## config.mk

```make
export PLATFORM = sky130hd
export DESIGN_NAME = scsi_ini_seq
export DESIGN_NICKNAME = d
export VERILOG_FILES = /design/src/rtl/sis_pkg.sv /design/src/rtl/sis_fifo.sv /design/src/rtl/sis_timer.sv /design/src/rtl/sis_ctrl.sv /design/src/rtl/scsi_ini_seq.sv
export SDC_FILE = /design/constraint.sdc
export NUM_CORES = 1
export LEC_CHECK = 0
export BUFFER_PORTS_ARGS = -buffer_cell sky130_fd_sc_hd__buf_4
export CAP_MARGIN = 5
export CORE_MARGIN = 5
export CORE_UTILIZATION = 50
export CTS_BUF_LIST = sky130_fd_sc_hd__clkbuf_16
export DETAILED_ROUTE_END_ITERATION = 16
export GPL_TIMING_DRIVEN = 0
export PLACE_DENSITY = 0.82
export SLEW_MARGIN = 20
export SYNTH_ARGS = -nofsm -noshare
export SYNTH_HDL_FRONTEND = slang
export SYNTH_SLANG_ARGS = --single-unit
```

## constraint.sdc

```tcl
create_clock -name clk -period 4.65 [get_ports clk]
set_input_delay 0.93 -clock clk [delete_from_list [all_inputs] [get_ports clk]]
set_output_delay 0.93 -clock clk [all_outputs]
set_load 0.01 [all_outputs]
```

## src/rtl/sis_pkg.sv

```systemverilog
package sis_pkg;

  typedef enum logic [2:0] {
    ST_IDLE  = 3'd0,
    ST_ARB   = 3'd1,
    ST_SEL   = 3'd2,
    ST_XWAIT = 3'd3,
    ST_XACK  = 3'd4
  } seq_state_e;

  localparam logic [3:0] OP_ARB   = 4'h1;
  localparam logic [3:0] OP_SEL   = 4'h2;
  localparam logic [3:0] OP_MOUT  = 4'h7;
  localparam logic [3:0] OP_FREE  = 4'h9;
  localparam logic [3:0] OP_RESET = 4'hE;
  localparam logic [3:0] OP_FLUSH = 4'hF;

  localparam int MOD_DMA_BIT = 7;
  localparam int MOD_ATN_BIT = 5;

  function automatic logic op_is_xfer(input logic [3:0] op);
    return (op >= 4'h3) && (op <= 4'h8);
  endfunction

  // expected {MSG, C/D, I/O} for each transfer opcode
  function automatic logic [2:0] op_phase(input logic [3:0] op);
    case (op)
      4'h3:    return 3'b010;
      4'h4:    return 3'b011;
      4'h5:    return 3'b000;
      4'h6:    return 3'b001;
      4'h7:    return 3'b110;
      4'h8:    return 3'b111;
      default: return 3'b000;
    endcase
  endfunction

endpackage

```

## src/rtl/sis_fifo.sv

```systemverilog
module sis_fifo #(
  parameter int DEPTH = 16,
  parameter int DW    = 8,
  localparam int AW   = (DEPTH > 1) ? $clog2(DEPTH) : 1,
  localparam int LW   = $clog2(DEPTH + 1)
) (
  input  logic          clk,
  input  logic          rst_n,
  input  logic          flush,
  input  logic          push,
  input  logic [DW-1:0] wdata,
  input  logic          pop,
  output logic [DW-1:0] rdata,
  output logic [LW-1:0] level,
  output logic          full,
  output logic          empty
);

  logic [DW-1:0] mem [DEPTH];
  logic [AW-1:0] wr_q, wr_d, rd_q, rd_d;
  logic [LW-1:0] lvl_q, lvl_d;
  logic          push_ok, pop_ok;

  function automatic logic [AW-1:0] bump(input logic [AW-1:0] p);
    return (p == AW'(DEPTH - 1)) ? '0 : p + 1'b1;
  endfunction

  assign full    = (lvl_q == LW'(DEPTH));
  assign empty   = (lvl_q == '0);
  assign push_ok = push && !full && !flush;
  assign pop_ok  = pop && !empty && !flush;
  assign rdata   = mem[rd_q];
  assign level   = lvl_q;

  always_comb begin
    wr_d  = wr_q;
    rd_d  = rd_q;
    lvl_d = lvl_q;
    if (flush) begin
      wr_d  = '0;
      rd_d  = '0;
      lvl_d = '0;
    end else begin
      if (push_ok) wr_d = bump(wr_q);
      if (pop_ok)  rd_d = bump(rd_q);
      case ({push_ok, pop_ok})
        2'b10:   lvl_d = lvl_q + 1'b1;
        2'b01:   lvl_d = lvl_q - 1'b1;
        default: lvl_d = lvl_q;
      endcase
    end
  end

  always_ff @(posedge clk or negedge rst_n) begin
    if (!rst_n) begin
      wr_q  <= '0;
      rd_q  <= '0;
      lvl_q <= '0;
    end else begin
      wr_q  <= wr_d;
      rd_q  <= rd_d;
      lvl_q <= lvl_d;
    end
  end

  always_ff @(posedge clk) begin
    if (push_ok) mem[wr_q] <= wdata;
  end

  assert_fifo_bound_R5: assert property (@(posedge clk) disable iff (!rst_n)
    lvl_q <= LW'(DEPTH));

  assert_flush_empties_R6: assert property (@(posedge clk) disable iff (!rst_n)
    flush |=> (lvl_q == '0));

endmodule

```

## src/rtl/sis_timer.sv

```systemverilog
module sis_timer #(
  parameter int TW = 12
) (
  input  logic          clk,
  input  logic          rst_n,
  input  logic          run,
  input  logic [TW-1:0] limit,
  output logic          expired
);

  logic [TW-1:0] cnt_q, cnt_d;

  assign expired = run && (cnt_q == limit);

  always_comb begin
    cnt_d = run ? cnt_q + 1'b1 : '0;
  end

  always_ff @(posedge clk or negedge rst_n) begin
    if (!rst_n) cnt_q <= '0;
    else        cnt_q <= cnt_d;
  end

  assert_timer_bound_R10: assert property (@(posedge clk) disable iff (!rst_n)
    run |-> (cnt_q <= limit));

endmodule

```

## src/rtl/sis_ctrl.sv

```systemverilog
module sis_ctrl
  import sis_pkg::*;
#(
  parameter int TMO_UNIT   = 4,
  parameter int ARB_CYCLES = 6,
  parameter int TW         = 12
) (
  input  logic          clk,
  input  logic          rst_n,
  input  logic          cmd_wr,
  input  logic [7:0]    cmd_data,
  input  logic          cnt_lo_wr,
  input  logic          cnt_hi_wr,
  input  logic [7:0]    cnt_wdata,
  input  logic          tmo_wr,
  input  logic [7:0]    tmo_wdata,
  input  logic          tgt_req,
  input  logic [2:0]    tgt_phase,
  input  logic          tgt_bsy,
  input  logic          fifo_full,
  input  logic          fifo_empty,
  input  logic [7:0]    fifo_head,
  input  logic          tmr_expired,
  output logic          busy,
  output logic          ack,
  output logic          atn,
  output logic          sel,
  output logic [15:0]   count,
  output logic [7:0]    dout,
  output logic          oe,
  output logic          done,
  output logic          exc_phase,
  output logic          exc_seltmo,
  output logic          seq_err,
  output logic          dma_req,
  output logic          eng_push,
  output logic          eng_pop,
  output logic          fifo_flush,
  output logic          tmr_run,
  output logic [TW-1:0] tmr_limit
);

  seq_state_e  state_q, state_d;
  logic [3:0]  op_q, op_d;
  logic        dma_q, dma_d;
  logic [15:0] cnt_q, cnt_d;
  logic [7:0]  tmo_q, tmo_d;
  logic        atn_q, atn_d, ack_q, ack_d;
  logic        done_q, done_d, excp_q, excp_d, excs_q, excs_d;
  logic        serr_q, serr_d;
  logic [7:0]  dout_q, dout_d;
  logic        out_dir, in_xfer;
  logic        unused_mod;

  assign unused_mod = ^{cmd_data[6], cmd_data[4]};
  assign out_dir    = !op_phase(op_q)[0];
  assign in_xfer    = (state_q == ST_XWAIT) || (state_q == ST_XACK);

  always_comb begin
    state_d    = state_q;
    op_d       = op_q;
    dma_d      = dma_q;
    cnt_d      = cnt_q;
    tmo_d      = tmo_q;
    atn_d      = atn_q;
    ack_d      = ack_q;
    serr_d     = serr_q;
    dout_d     = dout_q;
    done_d     = 1'b0;
    excp_d     = 1'b0;
    excs_d     = 1'b0;
    eng_push   = 1'b0;
    eng_pop    = 1'b0;
    fifo_flush = 1'b0;
    if (cmd_wr && state_q != ST_IDLE) serr_d = 1'b1;
    case (state_q)
      ST_IDLE: begin
        if (cnt_lo_wr) cnt_d[7:0]  = cnt_wdata;
        if (cnt_hi_wr) cnt_d[15:8] = cnt_wdata;
        if (tmo_wr)    tmo_d       = tmo_wdata;
        if (cmd_wr) begin
          op_d  = cmd_data[3:0];
          dma_d = cmd_data[MOD_DMA_BIT];
          if (cmd_data[MOD_ATN_BIT]) atn_d = 1'b1;
          if (cmd_data[3:0] == OP_ARB) begin
            state_d = ST_ARB;
          end else if (cmd_data[3:0] == OP_SEL) begin
            state_d = ST_SEL;
          end else if (op_is_xfer(cmd_data[3:0])) begin
            state_d = ST_XWAIT;
          end else begin
            done_d = 1'b1;
            case (cmd_data[3:0])
              OP_FREE:  atn_d = 1'b0;
              OP_FLUSH: fifo_flush = 1'b1;
              OP_RESET: begin
                fifo_flush = 1'b1;
                serr_d     = 1'b0;
                atn_d      = 1'b0;
              end
              default: ;
            endcase
          end
        end
      end
      ST_ARB: begin
        if (tmr_expired) begin
          done_d  = 1'b1;
          state_d = ST_IDLE;
        end
      end
      ST_SEL: begin
        if (tgt_bsy) begin
          done_d  = 1'b1;
          state_d = ST_IDLE;
        end else if (tmr_expired) begin
          excs_d  = 1'b1;
          state_d = ST_IDLE;
        end
      end
      ST_XWAIT: begin
        if (op_q == OP_MOUT && cnt_q == 16'd1) atn_d = 1'b0;
        if (tgt_req) begin
          if (tgt_phase != op_phase(op_q)) begin
            excp_d  = 1'b1;
            state_d = ST_IDLE;
          end else if (out_dir && !fifo_empty) begin
            eng_pop = 1'b1;
            dout_d  = fifo_head;
            ack_d   = 1'b1;
            state_d = ST_XACK;
          end else if (!out_dir && !fifo_full) begin
            eng_push = 1'b1;
            ack_d    = 1'b1;
            state_d  = ST_XACK;
          end
        end
      end
      ST_XACK: begin
        if (!tgt_req) begin
          ack_d = 1'b0;
          cnt_d = cnt_q - 16'd1;
          if (cnt_q == 16'd1) begin
            done_d  = 1'b1;
            state_d = ST_IDLE;
          end else begin
            state_d = ST_XWAIT;
          end
        end
      end
      default: state_d = ST_IDLE;
    endcase
  end

  always_ff @(posedge clk or negedge rst_n) begin
    if (!rst_n) begin
      state_q <= ST_IDLE;
      op_q    <= '0;
      dma_q   <= 1'b0;
      cnt_q   <= '0;
      tmo_q   <= '0;
      atn_q   <= 1'b0;
      ack_q   <= 1'b0;
      done_q  <= 1'b0;
      excp_q  <= 1'b0;
      excs_q  <= 1'b0;
      serr_q  <= 1'b0;
      dout_q  <= '0;
    end else begin
      state_q <= state_d;
      op_q    <= op_d;
      dma_q   <= dma_d;
      cnt_q   <= cnt_d;
      tmo_q   <= tmo_d;
      atn_q   <= atn_d;
      ack_q   <= ack_d;
      done_q  <= done_d;
      excp_q  <= excp_d;
      excs_q  <= excs_d;
      serr_q  <= serr_d;
      dout_q  <= dout_d;
    end
  end

  assign tmr_run   = (state_q == ST_ARB) || (state_q == ST_SEL);
  assign tmr_limit = (state_q == ST_SEL) ? TW'(tmo_q) * TW'(TMO_UNIT) : TW'(ARB_CYCLES);

  assign busy       = (state_q != ST_IDLE);
  assign ack        = ack_q;
  assign atn        = atn_q;
  assign sel        = (state_q == ST_SEL);
  assign count      = cnt_q;
  assign dout       = dout_q;
  assign oe         = in_xfer && out_dir;
  assign done       = done_q;
  assign exc_phase  = excp_q;
  assign exc_seltmo = excs_q;
  assign seq_err    = serr_q;
  assign dma_req    = dma_q && in_xfer && (out_dir ? !fifo_full : !fifo_empty);

  assert_ack_needs_req_R2: assert property (@(posedge clk) disable iff (!rst_n)
    $rose(ack_q) |-> $past(tgt_req));

  assert_count_step_R3: assert property (@(posedge clk) disable iff (!rst_n)
    (!$stable(cnt_q) && $past(state_q) != ST_IDLE) |-> (cnt_q == $past(cnt_q) - 16'd1));

  assert_mismatch_keeps_count_R4: assert property (@(posedge clk) disable iff (!rst_n)
    excp_q |-> ($stable(cnt_q) && $past(tgt_req)));

  assert_atn_last_byte_R7: assert property (@(posedge clk) disable iff (!rst_n)
    (ack_q && op_q == OP_MOUT && cnt_q == 16'd1) |-> !atn_q);

  assert_busy_write_flags_R11: assert property (@(posedge clk) disable iff (!rst_n)
    (cmd_wr && state_q != ST_IDLE) |=> serr_q);

  assert_single_event_R13: assert property (@(posedge clk) disable iff (!rst_n)
    $onehot0({done_q, excp_q, excs_q}));

endmodule

```

## src/rtl/scsi_ini_seq.sv

```systemverilog
module scsi_ini_seq
  import sis_pkg::*;
#(
  parameter int FIFO_DEPTH = 16,
  parameter int TMO_UNIT   = 4,
  parameter int ARB_CYCLES = 6,
  localparam int LW        = $clog2(FIFO_DEPTH + 1)
) (
  input  logic          clk,
  input  logic          rst_n,
  input  logic          cmd_wr,
  input  logic [7:0]    cmd_data,
  input  logic          cnt_lo_wr,
  input  logic          cnt_hi_wr,
  input  logic [7:0]    cnt_wdata,
  input  logic          tmo_wr,
  input  logic [7:0]    tmo_wdata,
  input  logic          fifo_wr,
  input  logic [7:0]    fifo_wdata,
  input  logic          fifo_rd,
  output logic [7:0]    fifo_rdata,
  output logic [LW-1:0] fifo_level,
  output logic [15:0]   residual,
  output logic          busy,
  output logic          cmd_done,
  output logic          exc_phase,
  output logic          exc_seltmo,
  output logic          seq_err,
  output logic          dma_req,
  input  logic          tgt_req,
  input  logic          tgt_msg,
  input  logic          tgt_cd,
  input  logic          tgt_io,
  input  logic          tgt_bsy,
  input  logic [7:0]    bus_din,
  output logic [7:0]    bus_dout,
  output logic          bus_oe,
  output logic          ini_ack,
  output logic          ini_atn,
  output logic          ini_sel
);

  localparam int TW = $clog2(255 * TMO_UNIT + ARB_CYCLES + 1) + 1;

  logic          f_full, f_empty, f_flush, f_push, f_pop;
  logic [7:0]    f_wdata;
  logic          eng_push, eng_pop;
  logic          tmr_run, tmr_exp;
  logic [TW-1:0] tmr_limit;

  assign f_push  = eng_push || fifo_wr;
  assign f_wdata = eng_push ? bus_din : fifo_wdata;
  assign f_pop   = eng_pop || fifo_rd;

  sis_fifo #(.DEPTH(FIFO_DEPTH), .DW(8)) u_fifo (
    .clk   (clk),
    .rst_n (rst_n),
    .flush (f_flush),
    .push  (f_push),
    .wdata (f_wdata),
    .pop   (f_pop),
    .rdata (fifo_rdata),
    .level (fifo_level),
    .full  (f_full),
    .empty (f_empty)
  );

  sis_timer #(.TW(TW)) u_timer (
    .clk     (clk),
    .rst_n   (rst_n),
    .run     (tmr_run),
    .limit   (tmr_limit),
    .expired (tmr_exp)
  );

  sis_ctrl #(.TMO_UNIT(TMO_UNIT), .ARB_CYCLES(ARB_CYCLES), .TW(TW)) u_ctrl (
    .clk         (clk),
    .rst_n       (rst_n),
    .cmd_wr      (cmd_wr),
    .cmd_data    (cmd_data),
    .cnt_lo_wr   (cnt_lo_wr),
    .cnt_hi_wr   (cnt_hi_wr),
    .cnt_wdata   (cnt_wdata),
    .tmo_wr      (tmo_wr),
    .tmo_wdata   (tmo_wdata),
    .tgt_req     (tgt_req),
    .tgt_phase   ({tgt_msg, tgt_cd, tgt_io}),
    .tgt_bsy     (tgt_bsy),
    .fifo_full   (f_full),
    .fifo_empty  (f_empty),
    .fifo_head   (fifo_rdata),
    .tmr_expired (tmr_exp),
    .busy        (busy),
    .ack         (ini_ack),
    .atn         (ini_atn),
    .sel         (ini_sel),
    .count       (residual),
    .dout        (bus_dout),
    .oe          (bus_oe),
    .done        (cmd_done),
    .exc_phase   (exc_phase),
    .exc_seltmo  (exc_seltmo),
    .seq_err     (seq_err),
    .dma_req     (dma_req),
    .eng_push    (eng_push),
    .eng_pop     (eng_pop),
    .fifo_flush  (f_flush),
    .tmr_run     (tmr_run),
    .tmr_limit   (tmr_limit)
  );

endmodule

```

# Yosys cells after proc, flatten, opt, wreduce, memory -nomap -nowiden
# Memory sizes are Yosys's and may differ from the RTL's.
# Index checks and enable logic that the tools add are counted.
[word_totals]
reg_bits = 71
ramBits = 128
in_bits = 53
out_inout_bits = 47
elab_cells = 183
memories = 1
[memory_table]
columns = ["name", "words", "word_bits", "read_ports", "rd_clocked_by_memory_dff", "write_ports", "line_no", "rtl"]
rows = [
  ["u_fifo.mem", 16, 8, 1, 0, 1, "sis_fifo.sv:19", "logic [DW-1:0] mem [DEPTH];"],
]
[op_classes]
n_addsub = 6
magnitude_cmp = 2
n_eq_ne = 32
muxes = 84
n_bitwise = 1
reduce_logical = 40
[ops]
columns = ["cell", "n"]
rows = [
  ["1-bit 2-to-1 mux", 50],
  ["3-bit 2-to-1 mux", 13],
  ["16-bit one-hot mux with 2 select lines", 1],
  ["3-bit one-hot mux with 5 select lines", 2],
  ["4-bit == test (second input constant)", 6],
  ["4-bit 2-to-1 mux", 6],
  ["8-bit 2-to-1 mux", 3],
  ["16-bit by 1-bit == test with 1-bit output (second input constant)", 1],
  ["16-bit 2-to-1 mux", 1],
  ["16-bit by 1-bit subtractor with 16-bit output (second input constant)", 1],
  ["2-bit inequality test (second input constant)", 7],
  ["1-bit logical AND", 13],
  ["12-bit by 1-bit adder with 12-bit output (second input constant)", 1],
  ["12-bit == test", 1],
  ["4-bit by 3-bit == test with 1-bit output (second input constant)", 3],
  ["12-bit 2-to-1 mux", 1],
  ["10-bit 2-to-1 mux", 1],
  ["5-bit one-hot mux with 2 select lines", 1],
  ["5-bit AND reduction", 2],
  ["2-bit nonzero test", 5],
  ["3-bit AND reduction", 3],
  ["4-bit by 1-bit adder with 4-bit output (second input constant)", 2],
  ["4-bit by 2-bit == test with 1-bit output (second input constant)", 2],
  ["3-bit by 2-bit == test with 1-bit output (second input constant)", 2],
  ["other kinds (27)", 37],
]

# Logic depth before layout (Yosys ltp)
[logic_depth]
ltp_word = 14
depth_mapped = 16
mapped_depth_nobuf = 14

# By module
# A second synthesis with hierarchy kept.
[hier_totals]
cells_unflattened = 720
area_unflattened_um2 = 9349.0
[by_module_without_submodules]
columns = ["mod", "instances", "cells_each", "area_per_inst_um2", "seq_area_each_um2"]
rows = [
  ["sis_fifo", 1, 363, 5895.7, 4169.0],
  ["sis_ctrl", 1, 275, 2618.8, 1151.1],
  ["sis_timer", 1, 71, 690.7, 300.3],
  ["scsi_ini_seq", 1, 11, 143.9, 0.0],
]

# Least setup slack after synthesis
# No wires, ideal clock.
[synth_path]
path_kind = "in2reg"
from = "in tgt_msg"
to = "reg u_fifo.lvl_q[4] (netlist: u_fifo.level[4])"
setup_time_ps = 121
arrival_time_ps = 3397
required_time_ps = 4529
slack_ps = 1132
cell_stages = 15
path_buffers = 1
cell_sequence = "and4bb_2 -> o21ai_0 -> and3_1 -> o31ai_2 -> buf_6 -> nand2_1 -> ha_1 -> inv_1 -> fa_1 -> nor2b_1 -> o21ai_0 -> and3_1 -> nor3_1 -> xnor2_1 -> nor2_1"
[synth_via]
elab_chain_len = 10
elab_cells_between_ends = 18
classes_between = "eq/ne: 3; mux: 8; reduce/logical: 7"
[synth_lines]
columns = ["item", "line_no", "rtl"]
rows = [
  ["start, declared", "scsi_ini_seq.sv:31", "input logic tgt_msg,"],
  ["3-bit inequality test *", "sis_ctrl.sv:124", "if (tgt_phase != op_phase(op_q)) begin"],
  ["1-bit 2-to-1 mux", "sis_ctrl.sv:124", ""],
  ["1-bit 2-to-1 mux", "sis_ctrl.sv:123", "if (tgt_req) begin"],
  ["1-bit 2-to-1 mux", "sis_ctrl.sv:76", "case (state_q)"],
  ["1-bit logical OR, on equally long branches", "scsi_ini_seq.sv:53, scsi_ini_seq.sv:51", ""],
  ["1-bit logical AND, on equally long branches (2 in series)", "sis_fifo.sv:31, sis_fifo.sv:30", ""],
  ["2-bit by 1-bit == test with 1-bit output / 2-bit == test (equally long branches)", "sis_fifo.sv:46", "case ({push_ok, pop_ok})"],
  ["5-bit one-hot mux with 2 select lines", "sis_fifo.sv:46", ""],
  ["5-bit 2-to-1 mux", "sis_fifo.sv:39", "if (flush) begin"],
  ["end signal, assigned", "sis_fifo.sv:62", "lvl_q <= lvl_d;"],
  ["end, declared", "sis_fifo.sv:21", "logic [LW-1:0] lvl_q, lvl_d;"],
]
# Mark *: on every way between the ends. The rest lies on a longest branch, timed or not.
# A chain may end at the register's enable or synchronous reset.

# Worst setup path in the final report
[layout_path]
from = "reg u_fifo.rd_q[1]"
to = "out fifo_rdata[1]"
[layout_via]
elab_chain_len = 1
[layout_lines]
columns = ["item", "line_no", "rtl"]
rows = [
  ["start, declared", "sis_fifo.sv:20", "logic [AW-1:0] wr_q, wr_d, rd_q, rd_d;"],
  ["start signal, assigned", "sis_fifo.sv:61", "rd_q <= rd_d;"],
  ["memory read 16 x 8 bit", "-", ""],
  ["end, declared", "scsi_ini_seq.sv:21", "output logic [7:0] fifo_rdata,"],
]
# Every way passes these cells.

==> impl_metrics.json <==
{
  "status": "finished, final reports clean",
  "grt.total_usage": 0.202,
  "postCtsResizedCells": 0,
  "grt_max_degree": 72,
  "yosys-top-cells-area": "edfxtp_1 42%, dfrtp_1 19%, mux4_2 7.8%",
  "final_util": 0.602,
  "maxCapViolations": 0,
  "drtPass1Iterations": 5,
  "area_delta_synth_final_pct": 17.5,
  "grt_first_pass_wirelength_mm": 33.4,
  "cts.path.max_buffers": 2,
  "cp-end-kind": "output pin",
  "vias": 6209,
  "post_drt_wl_per_cell_um": 20.7,
  "max-slew-margin-rel": 0.362,
  "slowest_delay_ns": 0.57,
  "drive_gt1_frac": 0.272,
  "crit_start": "u_fifo.rd_q[1]$_DFFE_PN0P_",
  "ys_seq_area_frac": 0.607,
  "insertion_delay_ns": 0.45,
  "cts_tree": "built",
  "n_antenna_cell": 0,
  "dp_hpwl_mm": 14.8,
  "reg2reg_to": "u_fifo.level[4]$_DFFE_PN0P_",
  "drv_slew": 0,
  "synth_cell_type_count": 82,
  "cts.clk_slew.worst_paths_ns": 0.07,
  "start_util": 0.512,
  "yosys-top-cells-count": "128 x edfxtp_1, 71 x dfrtp_1, 58 x nor2_1",
  "syn-num-nets": 738,
  "hold_class": "register to register",
  "synth_edf_count": 128,
  "r2r-start": "u_ctrl.state_q[0]$_DFFE_PN0P_",
  "crit_type": "register to output pin",
  "synth_top_area_share": 0.415,
  "reg2reg_depth": 13,
  "post_cts_buffers": 0,
  "cp_cell_sequence": "clkbuf_1 > clkbuf_1 > mux4_2 > mux2i_1 > a21oi_1 > buf_4",
  "fp.coreArea_um2": 18100,
  "synthCells": 672,
  "final_hold_viol_count": 0,
  "holdPathStages": 1,
  "hold_end": "u_timer.cnt_q[0]$_DFF_PN0_",
  "finalSetupViolCount": 0,
  "crit_path_start_kind": "register",
  "reg2reg_slack_ns": 0.94,
  "nets": 854,
  "finClkSkew_ns": 0.0125,
  "path_delay_family": "buffers and inverters",
  "worst_path_max_delay_cell": "clkbuf_1",
  "portBuffers": 97,
  "routed_wl_mm": 21.3,
  "crit_path_frequent_cell": "clkbuf_1",
  "syn-mean-instance-area_um2": 13.8,
  "ir_worst_vdd_uv": 342,
  "viasPerCell": 6.03,
  "hold_buffers": 0,
  "cp.required_ns": 3.72,
  "fp.dieArea_um2": 21300,
  "syn_area_um2": 9260,
  "grt_overflow": 0,
  "antenna_found_initial": 0,
  "cts_buffers": 17,
  "crit_buf_inv": 3,
  "yosys.area.top_type": "edfxtp_1",
  "die_w_um": 146,
  "routabilityCongestion": 0.894,
  "hold_start": "u_timer.cnt_q[0]$_DFF_PN0_",
  "route.detailed.drc": 0,
  "synth-seq-cells": 199,
  "ys.warnings.count": 0,
  "post-route-min-period_ns": 3.77,
  "synth-main-ff-cell": "edfxtp_1",
  "period_share": 0.810,
  "p_leak_nw": 4.14,
  "htreeDepth": 4,
  "cellPowerDensity_nw_per_um2": 606,
  "ios": 100,
  "cts_root_buf": "clkbuf_16",
  "grt_pass1_vias": 6050,
  "yosysMostFrequentCell": "edfxtp_1",
  "path_max_fanout": 10,
  "first_iter_violations": 610,
  "setup_tns_ns": 0,
  "ant_nets": 0,
  "tightestPinTransition_ns": 0.957,
  "grt_setup_unrepaired": "no",
  "rows": 49,
  "die_h_um": 146,
  "critPathArrivalTime_ns": 2.84,
  "async_flop_share": 0.357,
  "fmax_mhz": 265,
  "fillers": 1286,
  "cts.sinks": 199
}
where the power goes:
| group | internal [mW] | switching [mW] |
|---|---|---|
| sequential | 2.24 | 0.299 |
| clock | 0.772 | 0.732 |
| combinational | 1.15 | 1.39 |
| total | 4.17 | 2.42 |
layout by cell type (no fill, tap or decap), types with 11 or more instances in the layout:
cell / n
a21oi_1: 40
buf_4: 99
clkbuf_1: 17
clkbuf_16: 17
dfrtp_1: 71
edfxtp_1: 128
ha_1: 12
inv_1: 19
mux2_2: 24
mux2i_1: 11
mux4_2: 32
nand2_1: 33
nand3_1: 11
nor2_1: 58
nor2b_1: 14
nor3_1: 12
o21ai_0: 34
through the flow:
stage / instance area [um^2] / power (mW) / worst slack (ns) / hold slack [ns] / instances
floorplan: 9260 / 4.18 / 1.13 / 0.450 / 672
global placement: 10300 / 5.01 / 0.697 / 0.481 / 998
detailed placement: 10300 / 5.10 / 0.650 / 0.490 / 998
CTS: 10900 / 6.61 / 0.863 / 0.498 / 1030
global route: 10900 / 6.96 / 0.690 / 0.518 / 1030
finish: 10900 / 6.59 / 0.882 / 0.494 / 1030
state kept, by name, summed over array words and instances (netlist names):
signal / flops
u_ctrl.state_q: 3
u_ctrl.dout: 8
u_ctrl.ack: 1
u_ctrl.seq_err: 1
u_fifo.mem: 128
u_ctrl.atn: 1
u_fifo.rd_q: 4
u_fifo.level: 5
u_ctrl.count: 16
u_ctrl.exc_phase: 1
u_ctrl.done: 1
u_timer.cnt_q: 12
u_ctrl.op_q: 4
u_ctrl.dma_q: 1
u_ctrl.exc_seltmo: 1
u_fifo.wr_q: 4
u_ctrl.tmo_q: 8
worst max-delay path by stage:
stage | end | slack, ns | depth (start not counted)
3_5_place_dp | u_fifo.level[4]$_DFFE_PN0P_ | 0.65 | 16
5_1_grt | u_fifo.level[4]$_DFFE_PN0P_ | 0.69 | 14
4_1_cts | fifo_rdata[1] | 0.86 | 6
2_1_floorplan | u_fifo.level[4]$_DFFE_PN0P_ | 1.13 | 15
6_report | fifo_rdata[1] | 0.88 | 6
3_3_place_gp | u_fifo.level[4]$_DFFE_PN0P_ | 0.70 | 16
kinds of logic (layout without fill, tap and decap cells):
| kind of cell | Yosys count | in the layout | share of synthesized area |
|---|---|---|---|
| buffers and inverters | 48 | 177 | 0.0231 |
| adders and majority gates | 13 | 13 | 0.0184 |
| muxes | 72 | 72 | 0.125 |
| and+or+nand+nor | 191 | 191 | 0.116 |
| DFF | 199 | 199 | 0.607 |
| AOI/OAI and AO/OA | 131 | 131 | 0.0939 |
| xor gates and xnor gates | 18 | 18 | 0.0170 |
worst register-to-register path, stage by stage (launching register included):
cell and delay [ns]:
dfrtp_1 0.49, or2_1 0.34, nor3_4 0.36, nand4_1 0.55, nand2_1 0.21, ha_1 0.26, inv_1 0.10, fa_1 0.39
nor2b_1 0.16, o21ai_0 0.13, and3_1 0.20, nor3_1 0.21, xnor2_1 0.15, nor2_1 0.05
layer usage:
| layer | up-vias | GRT usage | part of all wire |
|---|---|---|---|
| met1 | 3067 | 0.275 | 0.41 |
| met3 | 48 | 0.0397 | 0.071 |
| met2 | 277 | 0.325 | 0.49 |
| li1 | 2817 | - | - |
| met5 | - | 0 | 0 |
| met4 | 0 | 0.0738 | 0.027 |
layout make-up:
| cell class | count | area, um^2 | share of cell area |
|---|---|---|---|
| clock inverter | 15 | 184 | 0.0169 |
| timing repair buffer | 97 | 728 | 0.0669 |
| inverter | 21 | 78.8 | 0.00724 |
| multi-input combinational | 425 | 3430 | 0.315 |
| buffer | 27 | 135 | 0.0124 |
| tap | 229 | 287 | 0.0263 |
| clock buffer | 17 | 425 | 0.0391 |
| sequential | 199 | 5620 | 0.516 |
Power figures use the tool's default switching activity.
